**config.mk**
```make
export PLATFORM = sky130hd
export DESIGN_NAME = flash_window_reader
export DESIGN_NICKNAME = d
export VERILOG_FILES = /design/src/rtl/fxr_pkg.sv /design/src/rtl/fxr_cfg_regs.sv /design/src/rtl/fxr_addr_xlate.sv /design/src/rtl/fxr_line_buf.sv /design/src/rtl/fxr_fetch_fsm.sv /design/src/rtl/flash_window_reader.sv
export SDC_FILE = /design/constraint.sdc
export NUM_CORES = 1
export LEC_CHECK = 0
export ABC_AREA = 1
export BUFFER_PORTS_ARGS = -buffer_cell sky130_fd_sc_hd__buf_2
export CAP_MARGIN = 25
export CORE_MARGIN = 2
export CORE_UTILIZATION = 55
export CTS_CLUSTER_SIZE = 25
export DETAILED_ROUTE_END_ITERATION = 10
export PLACE_DENSITY = 0.83
export SYNTH_ARGS = -nofsm -noshare
export SYNTH_HDL_FRONTEND = slang
export SYNTH_HIERARCHICAL = 1
export SYNTH_SLANG_ARGS = --single-unit
```
**constraint.sdc**
```tcl
create_clock -name clk -period 6.4 [get_ports clk]
set_clock_uncertainty 0.15 [all_clocks]
set_input_delay 0.64 -clock clk [delete_from_list [all_inputs] [get_ports clk]]
set_output_delay 0.64 -clock clk [all_outputs]
set_load 0.01 [all_outputs]
```
**src/rtl/fxr_pkg.sv**
```systemverilog
package fxr_pkg;

    localparam int BURST_W = 5;
    localparam int EXT_CNT_W = 3;
    localparam int DUMMY_W = 5;

    typedef enum logic [2:0] {
        SEL_CTRL   = 3'd0,
        SEL_OPCODE = 3'd1,
        SEL_EXT    = 3'd2,
        SEL_OPTION = 3'd3,
        SEL_PHASE  = 3'd4,
        SEL_DUMMY  = 3'd5
    } cfg_sel_e;

    typedef struct packed {
        logic                 burst_en;
        logic                 cs_release;
        logic [BURST_W-1:0]   burst_m1;
        logic [15:0]          opcode;
        logic [3:0]           ext_val;
        logic [EXT_CNT_W-1:0] ext_cnt;
        logic [31:0]          option;
        logic [31:0]          phases;
        logic [DUMMY_W-1:0]   dummy_m1;
    } cfg_t;

    typedef enum logic [1:0] {
        ST_IDLE  = 2'd0,
        ST_ISSUE = 2'd1,
        ST_FILL  = 2'd2
    } fsm_e;

endpackage

```
**src/rtl/fxr_cfg_regs.sv**
```systemverilog
module fxr_cfg_regs
    import fxr_pkg::*;
(
    input  logic        clk,
    input  logic        rst_n,
    input  logic        we_i,
    input  logic [2:0]  sel_i,
    input  logic [31:0] wdata_i,
    output cfg_t        cfg_o,
    output logic        inval_o
);

    cfg_t cfg_d, cfg_q;

    always_comb begin
        cfg_d   = cfg_q;
        inval_o = 1'b0;
        if (we_i) begin
            inval_o = 1'b1;
            case (cfg_sel_e'(sel_i))
                SEL_CTRL: begin
                    // bit 0 is the flush request; the write itself empties the cache
                    cfg_d.burst_en   = wdata_i[1];
                    cfg_d.cs_release = wdata_i[2];
                    cfg_d.burst_m1   = wdata_i[8 +: BURST_W];
                end
                SEL_OPCODE: cfg_d.opcode = wdata_i[15:0];
                SEL_EXT: begin
                    cfg_d.ext_val = wdata_i[3:0];
                    cfg_d.ext_cnt = wdata_i[8 +: EXT_CNT_W];
                end
                SEL_OPTION: cfg_d.option = wdata_i;
                // data-enable nibble is not kept
                SEL_PHASE:  cfg_d.phases = {wdata_i[31:4], 4'b0000};
                SEL_DUMMY:  cfg_d.dummy_m1 = wdata_i[DUMMY_W-1:0];
                default:    inval_o = 1'b0;
            endcase
        end
    end

    always_ff @(posedge clk or negedge rst_n) begin
        if (!rst_n) cfg_q <= '0;
        else        cfg_q <= cfg_d;
    end

    assign cfg_o = cfg_q;


    phase_nibble_chk: assert property (@(posedge clk) disable iff (!rst_n)
        (we_i && sel_i == 3'd4) |=> (cfg_q.phases[3:0] == 4'b0000));

endmodule

```
**src/rtl/fxr_addr_xlate.sv**
```systemverilog
module fxr_addr_xlate #(
    parameter int WIN_BITS = 26,
    parameter int EXT_BITS = 4,
    parameter int ADDR_W   = 32,
    localparam int WW      = WIN_BITS - 2,
    localparam int AW      = ADDR_W - 2,
    localparam int TOPW    = WW - 1 + EXT_BITS,
    localparam int ZW      = AW - TOPW
) (
    input  logic [WW-1:0]       word_i,
    input  logic [EXT_BITS-1:0] ext_val_i,
    input  logic [2:0]          ext_cnt_i,
    output logic [AW-1:0]       waddr_o
);

    logic [2:0]          k;
    logic [EXT_BITS-1:0] hi;

    assign k = (int'(ext_cnt_i) > EXT_BITS) ? 3'(EXT_BITS) : ext_cnt_i;

    for (genvar g = 0; g < EXT_BITS; g++) begin : g_ext
        if (g == 0) begin : g_low
            assign hi[g] = (int'(k) > g) ? ext_val_i[g] : word_i[WW-1];
        end else begin : g_up
            assign hi[g] = (int'(k) > g) ? ext_val_i[g] : 1'b0;
        end
    end

    assign waddr_o = {{ZW{1'b0}}, hi, word_i[WW-2:0]};

endmodule

```
**src/rtl/fxr_line_buf.sv**
```systemverilog
module fxr_line_buf #(
    parameter int LINE_WORDS = 8,
    parameter int TAG_W      = 27,
    localparam int IDX_W     = $clog2(LINE_WORDS)
) (
    input  logic             clk,
    input  logic             rst_n,
    input  logic             clear_i,
    input  logic             alloc_i,
    input  logic [TAG_W-1:0] alloc_tag_i,
    input  logic             wr_en_i,
    input  logic [IDX_W-1:0] wr_idx_i,
    input  logic [31:0]      wr_data_i,
    input  logic [TAG_W-1:0] lk_tag_i,
    input  logic [IDX_W-1:0] lk_idx_i,
    output logic             hit_o,
    output logic [31:0]      rdata_o
);

    typedef struct packed {
        logic [TAG_W-1:0]                 tag;
        logic [LINE_WORDS-1:0]            valid;
        logic [LINE_WORDS-1:0][31:0]      data;
    } line_t;

    line_t s_d, s_q;

    always_comb begin
        s_d = s_q;
        if (alloc_i) begin
            if (alloc_tag_i != s_q.tag) s_d.valid = '0;
            s_d.tag = alloc_tag_i;
        end
        if (wr_en_i) begin
            s_d.data[wr_idx_i]  = wr_data_i;
            s_d.valid[wr_idx_i] = 1'b1;
        end
        if (clear_i) s_d.valid = '0;
    end

    always_ff @(posedge clk or negedge rst_n) begin
        if (!rst_n) s_q <= '0;
        else        s_q <= s_d;
    end

    assign hit_o   = s_q.valid[lk_idx_i] && (s_q.tag == lk_tag_i);
    assign rdata_o = s_q.data[lk_idx_i];


    clear_empty_chk: assert property (@(posedge clk) disable iff (!rst_n)
        clear_i |=> (s_q.valid == '0));


    alloc_other_chk: assert property (@(posedge clk) disable iff (!rst_n)
        (alloc_i && (alloc_tag_i != s_q.tag) && !wr_en_i) |=> (s_q.valid == '0));

endmodule

```
**src/rtl/fxr_fetch_fsm.sv**
```systemverilog
module fxr_fetch_fsm
    import fxr_pkg::*;
#(
    parameter int LINE_WORDS = 8,
    parameter int AW         = 30,
    localparam int IDX_W     = $clog2(LINE_WORDS),
    localparam int CNT_W     = IDX_W + 1,
    localparam int N_W       = BURST_W + 1
) (
    input  logic               clk,
    input  logic               rst_n,
    input  logic               rd_req_i,
    input  logic [AW-1:0]      waddr_i,
    input  logic               burst_en_i,
    input  logic [BURST_W-1:0] burst_m1_i,
    input  logic               inval_i,
    input  logic               hit_i,
    input  logic [31:0]        hit_data_i,
    output logic               rd_valid_o,
    output logic [31:0]        rd_data_o,
    output logic               seq_req_o,
    output logic [AW-1:0]      seq_waddr_o,
    output logic [CNT_W-1:0]   seq_words_o,
    input  logic               seq_ack_i,
    input  logic               seq_rvalid_i,
    input  logic [31:0]        seq_rdata_i,
    output logic               alloc_o,
    output logic               wr_en_o,
    output logic [IDX_W-1:0]   wr_idx_o
);

    typedef struct packed {
        fsm_e             st;
        logic [AW-1:0]    waddr;
        logic [CNT_W-1:0] cnt;
        logic [CNT_W-1:0] beat;
        logic             stale;
        logic             rvld;
        logic [31:0]      rdata;
    } fsm_t;

    fsm_t s_d, s_q;

    logic [CNT_W-1:0] room;
    logic [N_W-1:0]   want;
    logic [CNT_W-1:0] words;

    always_comb begin
        room  = CNT_W'(LINE_WORDS) - {1'b0, waddr_i[IDX_W-1:0]};
        want  = burst_en_i ? ({1'b0, burst_m1_i} + N_W'(1)) : N_W'(1);
        words = (want < N_W'(room)) ? CNT_W'(want) : room;
    end

    always_comb begin
        s_d      = s_q;
        s_d.rvld = 1'b0;
        alloc_o  = 1'b0;
        wr_en_o  = 1'b0;
        wr_idx_o = s_q.waddr[IDX_W-1:0] + s_q.beat[IDX_W-1:0];
        if (inval_i) s_d.stale = 1'b1;
        case (s_q.st)
            ST_IDLE: begin
                if (rd_req_i && !s_q.rvld) begin
                    if (hit_i) begin
                        s_d.rvld  = 1'b1;
                        s_d.rdata = hit_data_i;
                    end else begin
                        alloc_o   = 1'b1;
                        s_d.waddr = waddr_i;
                        s_d.cnt   = words;
                        s_d.beat  = '0;
                        s_d.stale = inval_i;
                        s_d.st    = ST_ISSUE;
                    end
                end
            end
            ST_ISSUE: begin
                if (seq_ack_i) s_d.st = ST_FILL;
            end
            ST_FILL: begin
                if (seq_rvalid_i) begin
                    wr_en_o = !s_q.stale;
                    if (s_q.beat == '0) s_d.rdata = seq_rdata_i;
                    if (s_q.beat == s_q.cnt - CNT_W'(1)) begin
                        s_d.rvld = 1'b1;
                        s_d.st   = ST_IDLE;
                    end else begin
                        s_d.beat = s_q.beat + CNT_W'(1);
                    end
                end
            end
            default: s_d.st = ST_IDLE;
        endcase
    end

    always_ff @(posedge clk or negedge rst_n) begin
        if (!rst_n) s_q <= '0;
        else        s_q <= s_d;
    end

    assign rd_valid_o  = s_q.rvld;
    assign rd_data_o   = s_q.rdata;
    assign seq_req_o   = (s_q.st == ST_ISSUE);
    assign seq_waddr_o = s_q.waddr;
    assign seq_words_o = s_q.cnt;


    seq_hold_chk: assert property (@(posedge clk) disable iff (!rst_n)
        (seq_req_o && !seq_ack_i) |=> (seq_req_o && $stable(seq_waddr_o)));


    rd_pulse_chk: assert property (@(posedge clk) disable iff (!rst_n)
        rd_valid_o |=> !rd_valid_o);


    words_range_chk: assert property (@(posedge clk) disable iff (!rst_n)
        seq_req_o |-> (seq_words_o != '0 && int'(seq_words_o) <= LINE_WORDS));


    fill_beat_chk: assert property (@(posedge clk) disable iff (!rst_n)
        (s_q.st == ST_FILL) |-> (s_q.beat < s_q.cnt));


    hit_quiet_chk: assert property (@(posedge clk) disable iff (!rst_n)
        (s_q.st == ST_IDLE && rd_req_i && !s_q.rvld && hit_i) |=> (!seq_req_o && rd_valid_o));


    stale_drop_chk: assert property (@(posedge clk) disable iff (!rst_n)
        (s_q.stale && s_q.st == ST_FILL) |-> !wr_en_o);

endmodule

```
**src/rtl/flash_window_reader.sv**
```systemverilog
module flash_window_reader
    import fxr_pkg::*;
#(
    parameter int LINE_WORDS = 8,
    parameter int WIN_BITS   = 26,
    parameter int EXT_BITS   = 4,
    parameter int ADDR_W     = 32
) (
    input  logic                            clk,
    input  logic                            rst_n,
    input  logic                            cfg_we,
    input  logic [2:0]                      cfg_sel,
    input  logic [31:0]                     cfg_wdata,
    input  logic                            rd_req,
    input  logic [WIN_BITS-3:0]             rd_word,
    output logic                            rd_valid,
    output logic [31:0]                     rd_data,
    output logic                            seq_req,
    output logic [ADDR_W-1:0]               seq_addr,
    output logic [$clog2(LINE_WORDS):0]     seq_words,
    output logic [15:0]                     seq_opcode,
    output logic [31:0]                     seq_option,
    output logic [31:0]                     seq_phases,
    output logic [DUMMY_W:0]                seq_dummy,
    output logic                            seq_cs_release,
    input  logic                            seq_ack,
    input  logic                            seq_rvalid,
    input  logic [31:0]                     seq_rdata
);

    localparam int IDX_W = $clog2(LINE_WORDS);
    localparam int AW    = ADDR_W - 2;
    localparam int TAG_W = AW - IDX_W;

    cfg_t             cfg;
    logic             inval;
    logic [AW-1:0]    xl_waddr;
    logic [AW-1:0]    fetch_waddr;
    logic             hit;
    logic [31:0]      hit_data;
    logic             alloc;
    logic             wr_en;
    logic [IDX_W-1:0] wr_idx;

    fxr_cfg_regs u_cfg (
        .clk     (clk),
        .rst_n   (rst_n),
        .we_i    (cfg_we),
        .sel_i   (cfg_sel),
        .wdata_i (cfg_wdata),
        .cfg_o   (cfg),
        .inval_o (inval)
    );

    fxr_addr_xlate #(
        .WIN_BITS (WIN_BITS),
        .EXT_BITS (EXT_BITS),
        .ADDR_W   (ADDR_W)
    ) u_xlate (
        .word_i    (rd_word),
        .ext_val_i (cfg.ext_val[EXT_BITS-1:0]),
        .ext_cnt_i (cfg.ext_cnt),
        .waddr_o   (xl_waddr)
    );

    fxr_line_buf #(
        .LINE_WORDS (LINE_WORDS),
        .TAG_W      (TAG_W)
    ) u_line (
        .clk         (clk),
        .rst_n       (rst_n),
        .clear_i     (inval),
        .alloc_i     (alloc),
        .alloc_tag_i (xl_waddr[AW-1:IDX_W]),
        .wr_en_i     (wr_en),
        .wr_idx_i    (wr_idx),
        .wr_data_i   (seq_rdata),
        .lk_tag_i    (xl_waddr[AW-1:IDX_W]),
        .lk_idx_i    (xl_waddr[IDX_W-1:0]),
        .hit_o       (hit),
        .rdata_o     (hit_data)
    );

    fxr_fetch_fsm #(
        .LINE_WORDS (LINE_WORDS),
        .AW         (AW)
    ) u_fsm (
        .clk          (clk),
        .rst_n        (rst_n),
        .rd_req_i     (rd_req),
        .waddr_i      (xl_waddr),
        .burst_en_i   (cfg.burst_en),
        .burst_m1_i   (cfg.burst_m1),
        .inval_i      (inval),
        .hit_i        (hit),
        .hit_data_i   (hit_data),
        .rd_valid_o   (rd_valid),
        .rd_data_o    (rd_data),
        .seq_req_o    (seq_req),
        .seq_waddr_o  (fetch_waddr),
        .seq_words_o  (seq_words),
        .seq_ack_i    (seq_ack),
        .seq_rvalid_i (seq_rvalid),
        .seq_rdata_i  (seq_rdata),
        .alloc_o      (alloc),
        .wr_en_o      (wr_en),
        .wr_idx_o     (wr_idx)
    );

    assign seq_addr       = {fetch_waddr, 2'b00};
    assign seq_opcode     = cfg.opcode;
    assign seq_option     = cfg.option;
    assign seq_phases     = cfg.phases;
    assign seq_dummy      = {1'b0, cfg.dummy_m1} + (DUMMY_W+1)'(1);
    assign seq_cs_release = cfg.cs_release;


    dummy_floor_chk: assert property (@(posedge clk) disable iff (!rst_n)
        seq_dummy != '0);

endmodule

```
==> results_dict.tcl, run 1 <==
set metrics [dict create \
    maxSlewViolCount 0 \
    core_area_um2 39600 \
    hpwl_mm 34.0 \
    hold_depth 3 \
    synth.top_cell.area_share 0.524 \
    yosys-top-cells-count "nand2_1, dfrtp_1, o21ai_0" \
    grt.busiest_layer "met2" \
    fin_cells 3297 \
    start_util 0.555 \
    finalSetupViolations 0 \
    maxSlewHeadroom 0.310 \
    met1_usage 0.340 \
    n_fill_cell 3320 \
    cts_max_level 2 \
    startpoint_type "input pin" \
    ys_ff_latch 460 \
    place_ws_ns 1.94 \
    min-delay-path-class "in -> reg" \
    syn_area_um2 22000 \
    place_congestion 0.838 \
    drt-total-wl_mm 56.9 \
    maxCapViolations 0 \
    critPathRequiredTime_ns 6.66 \
    clockBufferDepth 3 \
    port_buffers 247 \
    io_pins 254 \
    synth_cells 2665 \
    synth_top_area_cell "dfrtp_1" \
    cts_made_buffers 48 \
    status "complete, no violations" \
    clk_latency_ns 0.60 \
    synth.avg_cell_area_um2 8.25 \
    syn_to_final_growth_pct 10.5 \
    dr.first_iter.drc_count 1717 \
    synth_edf_count 0 \
    fin_nets 2847 \
    crit_chain "buf_2 -> buf_4 -> clkinv_4 -> o21ai_0 -> o22ai_1 -> mux2_2 -> nand3_1 -> nor2_1 -> inv_1 -> nand3_1 -> buf_4 -> inv_2 -> buf_12 -> nand2_2 -> nand2_1 -> a21oi_1" \
    rows 73 \
    setup_ws_ns 2.98 \
    grt_pass1_wl_mm 91.9 \
    ys_seq_area_frac 0.524 \
    cts.clk_slew.worst_paths_ns 0.06 \
    multi_input_area_um2 8370 \
    dr.pass1.iters 8 \
    via_count 18607 \
    synth.area.top_cells "dfrtp_1, nand2_1, o21ai_0" \
    crit_buf_inv 7 \
    grt_use_met3 0.0579 \
    cts.sinks 460 \
    grt_pass1_vias 18440 \
    ys_async_sr_fraction 1.00 \
    wl_per_cell_um 17.3 \
    crit_slowest_cell "buf_4" \
    chipHeight_um 204 \
    die_x_um 204 \
    dieArea_um2 41600 \
    rsz0062_at_grt "no" \
    ys_types 37 \
    ff_latch_area_um2 11500 \
    cp.depth 16 \
    drive_gt1_frac 0.142 \
    cts_tree "built" \
    post-route-period-util 0.535 \
    route.detailed.drc 0 \
    yosys_warnings 6 \
    cpPeakStageDelay_ns 0.44 \
    worst_slew_pin_slew_ns 1.04 \
    crit_type "in -> reg" \
    worst-path-max-fanout 62 \
    setup-tns-final_ns 0 \
    root_buffer "clkbuf_16" \
    synth-main-ff-cell "dfrtp_1" \
    antenna_found_initial 2 \
    globalRouteOverflowTotal 0 \
    viasPerCell 5.64 \
    track_usage 0.272 \
    power.leakage_uw 0.0122 \
    critPathTopFamily "buffers and inverters" \
    ant_nets 0 \
    use_met2 0.448 \
    cp.arrival_ns 3.68 \
    period_minus_slack_ns 3.42 \
    ir_worst_vdd_v 0.000295 \
    finalHoldViolCount 0 \
    powerDensity_nw_per_um2 397 \
    fmax_ghz 0.292 \
    crit_path_end_kind "flop" \
    grt_max_degree 135 \
    synth_most_common_cell "nand2_1" \
    r2r_cells 10 \
    dp.cells 3212 \
]
==> metrics by stage <==
stage / utilization / hold WS [ns] / cell area [um^2] / total power (uW)
final: 0.613 / 0.107 / 24300 / 9630
after global routing: 0.613 / 0.105 / 24300 / 10200
after CTS: 0.612 / 0.0903 / 24300 / 9630
after detailed placement: 0.571 / 0.305 / 22600 / 6730
after global placement: 0.570 / 0.301 / 22600 / 6540
after floorplan: - / 0.194 / 22000 / 6110
==> final cells by class <==
type	count	area share
Sequential cell	460	0.474
Multi-Input combinational cell	1792	0.345
Timing Repair Buffer	273	0.0619
Clock buffer	71	0.0588
Tap cell	525	0.0270
Inverter	164	0.0256
Clock inverter	11	0.00803
Antenna cell	1	0.000103
==> final timing paths <==
path | slack, ns | end | startpoint
hold reg to reg | 0.32 | u_cfg/cfg_o[85]$_DFFE_PN0P_ | u_cfg/cfg_o[85]$_DFFE_PN0P_
max in group asynchronous | 4.23 | async pin | rst_n
min in group asynchronous | 0.50 | async pin | rst_n
hold / removal | 0.11 | u_cfg/cfg_o[66]$_DFFE_PN0P_ | cfg_wdata[29]
setup reg to reg | 3.00 | flop | u_fsm/s_q[34]$_DFFE_PN0P_
setup / recovery | 2.98 | u_line/s_q[259]$_DFF_PN0_ | rd_word[1]
==> layout by cell type, fill, tap and decap left out, types with 7 or more instances in the layout <==
cell type	instances
nand3_1	145
buf_4	21
or2_2	7
clkbuf_16	49
mux2_2	20
a31oi_1	32
clkbuf_8	12
inv_1	158
dfrtp_1	460
clkbuf_1	10
nand2_1	813
o21ai_0	397
o211ai_1	32
a21oi_1	10
o22ai_1	34
buf_2	245
ha_1	10
nor2_1	190
conb_1	9
xnor2_1	40
nand4_1	15
==> metal layers <==
layer,routed length [um],up-vias
met1,22300,8946
met3,4740,171
met5,13,-
met2,27300,865
met4,2560,2
li1,-,8623
==> worst register-to-register path: stages, from the launching register on <==
cell     delay [ns]
dfrtp_1        0.43
ha_1           0.18
inv_1          0.06
fa_1           0.37
xnor2_1        0.18
xor2_1         0.36
nor2_1         0.13
nand2_1        0.61
buf_4          0.57
nand2_1        0.18
o21ai_0        0.12
==> cell families after synthesis <==
kind of cell / share of synthesized area
buf+inv: 0.0980
flops: 0.524
xor+xnor: 0.0183
simple gates: 0.217
other cells: 0.000512
compound gates: 0.126
fa+ha+maj: 0.00660
mux: 0.0102
==> report_power, final <==
group | switching, uW | internal (uW) | total, uW | leakage, uW
Clock | 1160 | 1700 | 2860 | 0.000797
Sequential | 550 | 3770 | 4320 | 0.00596
Combinational | 1490 | 960 | 2450 | 0.00541
Total | 3200 | 6430 | 9630 | 0.0122
==> what timing repair did <==
item                      4_1_cts  5_1_grt
hold buffers                    1        0
gates resized for setup         0        0
buffers inserted                0        0
hold endpoints to repair       85        0
(Power assumes the default switching activity.)
==> inputs of run 2 (changes only) <==
- clock period: 6.4 -> 3.2 ns (I/O delays scaled with it)
==> run 2 against run 1 <==
Against the previous run:
- first-iteration DRC count up 16%
- core utilization is 2.3 points higher
- via count is 4.1% higher
==> results_dict.tcl, run 2 (synthesis results as in run 1) <==
set metrics [dict create \
    hold_depth 4 \
    dr.pass1.iters 6 \
    grt.busiest_layer "met2" \
    power.leakage_uw 0.0126 \
    finalSetupViolations 0 \
    worst_slew_pin_slew_ns 0.869 \
    final_cell_mix "nand2_1, dfrtp_1, o21ai_0, buf_2, nor2_1" \
    cts_tree "built" \
    reg2reg_slack_ns 0.40 \
    start_util 0.555 \
    crit_type "reg -> reg" \
    setup_ws_ns 0.397 \
    fin_nets 2946 \
    drt-total-wl_mm 59.8 \
    hold_start "cfg_sel[0]" \
    grt_pass1_vias 19643 \
    powerDensity_nw_per_um2 755 \
    met1_usage 0.354 \
    grt_max_degree 161 \
    dr.first_iter.drc_count 1994 \
    antenna_cells 0 \
    wl_per_cell_um 17.6 \
    syn_to_final_growth_pct 14.7 \
    ff_latch_area_um2 11500 \
    ant_nets 0 \
    cp.arrival_ns 3.12 \
    critPathRequiredTime_ns 3.51 \
    globalRouteOverflowTotal 0 \
    place_area_um2 22800 \
    via_count 19362 \
    finalHoldViolCount 0 \
    grt_use_met3 0.0568 \
    drive_gt1_frac 0.139 \
    core_area_um2 39600 \
    final_common_cell "nand2_1" \
    maxSlewViolCount 0 \
    min-delay-path-class "in -> reg" \
    n_fill_cell 3011 \
    dieArea_um2 41600 \
    maxSlewHeadroom 0.421 \
    cts_made_buffers 48 \
    setup-tns-final_ns 0 \
    startpoint_type "flop" \
    fmax_ghz 0.357 \
    status "complete, no violations" \
    chipHeight_um 204 \
    maxCapViolations 0 \
    crit_path_end_kind "flop" \
    clk_latency_ns 0.58 \
    r2r_cells 15 \
    grt_pass1_wl_mm 97.2 \
    cts.sinks 460 \
    clockBufferDepth 3 \
    holdPathEnd "u_cfg/cfg_o[70]$_DFFE_PN0P_" \
    hpwl_mm 34.3 \
    antenna_found_initial 1 \
    viasPerCell 5.70 \
    rows 73 \
    multi_input_area_um2 8370 \
    io_pins 254 \
    cts.clk_slew.worst_paths_ns 0.06 \
    r2r_start "u_cfg/cfg_o[71]$_DFFE_PN0P_" \
    route.detailed.drc 0 \
    post-route-period-util 0.876 \
    period_minus_slack_ns 2.80 \
    worst-path-max-fanout 35 \
    final_area_um2 25200 \
    root_buffer "clkbuf_16" \
    fin_cells 3399 \
    use_met2 0.485 \
    cts_setup_buffers 0 \
    track_usage 0.287 \
    dp.cells 3221 \
    place_ws_ns 0.457 \
    port_buffers 247 \
    ir_worst_vdd_v 0.000580 \
    r2r_end "u_fsm/rd_data_o[23]$_DFFE_PN0P_" \
    die_x_um 204 \
    place_congestion 0.833 \
    cts_max_level 2 \
    rsz0062_at_grt "no" \
]
==> run 2: cell types whose count changed in the layout (fill, tap and decap cells not counted), sizes merged <==
cell / change
dlygate4sd3: +91
buf: +8
clkinv: +5
bufinv: -3
inv: +2
diode: -1
==> run 2: report_power, final <==
group | leakage, uW | switching [uW] | total (uW) | internal [uW]
registers | 0.00596 | 1130 | 8670 | 7540
clock network | 0.000729 | 2280 | 5290 | 3010
logic | 0.00587 | 3080 | 5080 | 2000
total | 0.0126 | 6490 | 19000 | 12600
==> run 2: worst max-delay path: stages (launching register included) <==
cell and delay [ns]:
dfrtp_1 0.43, nor2_4 0.15, nand2_1 0.06, nand2_1 0.05, nand2_1 0.15, xor2_1 0.18
a221oi_1 0.26, nand3_1 0.16, nor2_1 0.13, inv_1 0.09, nor3_4 0.15, buf_12 0.23
nand3_1 0.10, nand2_1 0.08, inv_1 0.05, o21ai_0 0.27
==> run 2: worst max path at each step <==
stage,start,to,depth (start not counted)
CTS,u_fsm/s_q[34]$_DFFE_PN0P_,flop,11
finish,u_cfg/cfg_o[71]$_DFFE_PN0P_,u_fsm/rd_data_o[23]$_DFFE_PN0P_,15
floorplan,rd_word[0],u_line/s_q[264]$_DFFE_PN0P_,14
detailed placement,u_fsm/s_q[34]$_DFFE_PN0P_,flop,11
global placement,u_fsm/s_q[34]$_DFFE_PN0P_,flop,11
global route,u_fsm/s_q[34]$_DFFE_PN0P_,flop,11
==> run 2: timing repair <==
| action | 4_1_cts | 5_1_grt |
|---|---|---|
| gates resized for setup | 0 | 0 |
| hold endpoints to repair | 355 | 0 |
| hold buffers | 92 | 0 |
==> run 2: final cells by class <==
class	count	area share
timing repair buffer	372	0.103
multi-input combinational	1792	0.332
inverter	164	0.0246
clock buffer	71	0.0539
tap	525	0.0261
clock inverter	15	0.00412
sequential	460	0.457
==> run 2: stage by stage <==
stage | power, uW | hold slack, ns | util
5_1_grt | 20200 | 0.0546 | 0.636
2_1_floorplan | 12200 | -0.126 | -
4_1_cts | 18900 | 0.0114 | 0.636
3_5_place_dp | 13500 | 0.131 | 0.576
3_3_place_gp | 13200 | 0.126 | 0.576
6_report | 19000 | 0.0505 | 0.636
==> run 2: per-layer routing <==
metal  up-vias  share of wire
li1       8824              -
met1      9309           0.38
met2      1040           0.50
met3       187          0.085
met4         2          0.042
met5         -        0.00022
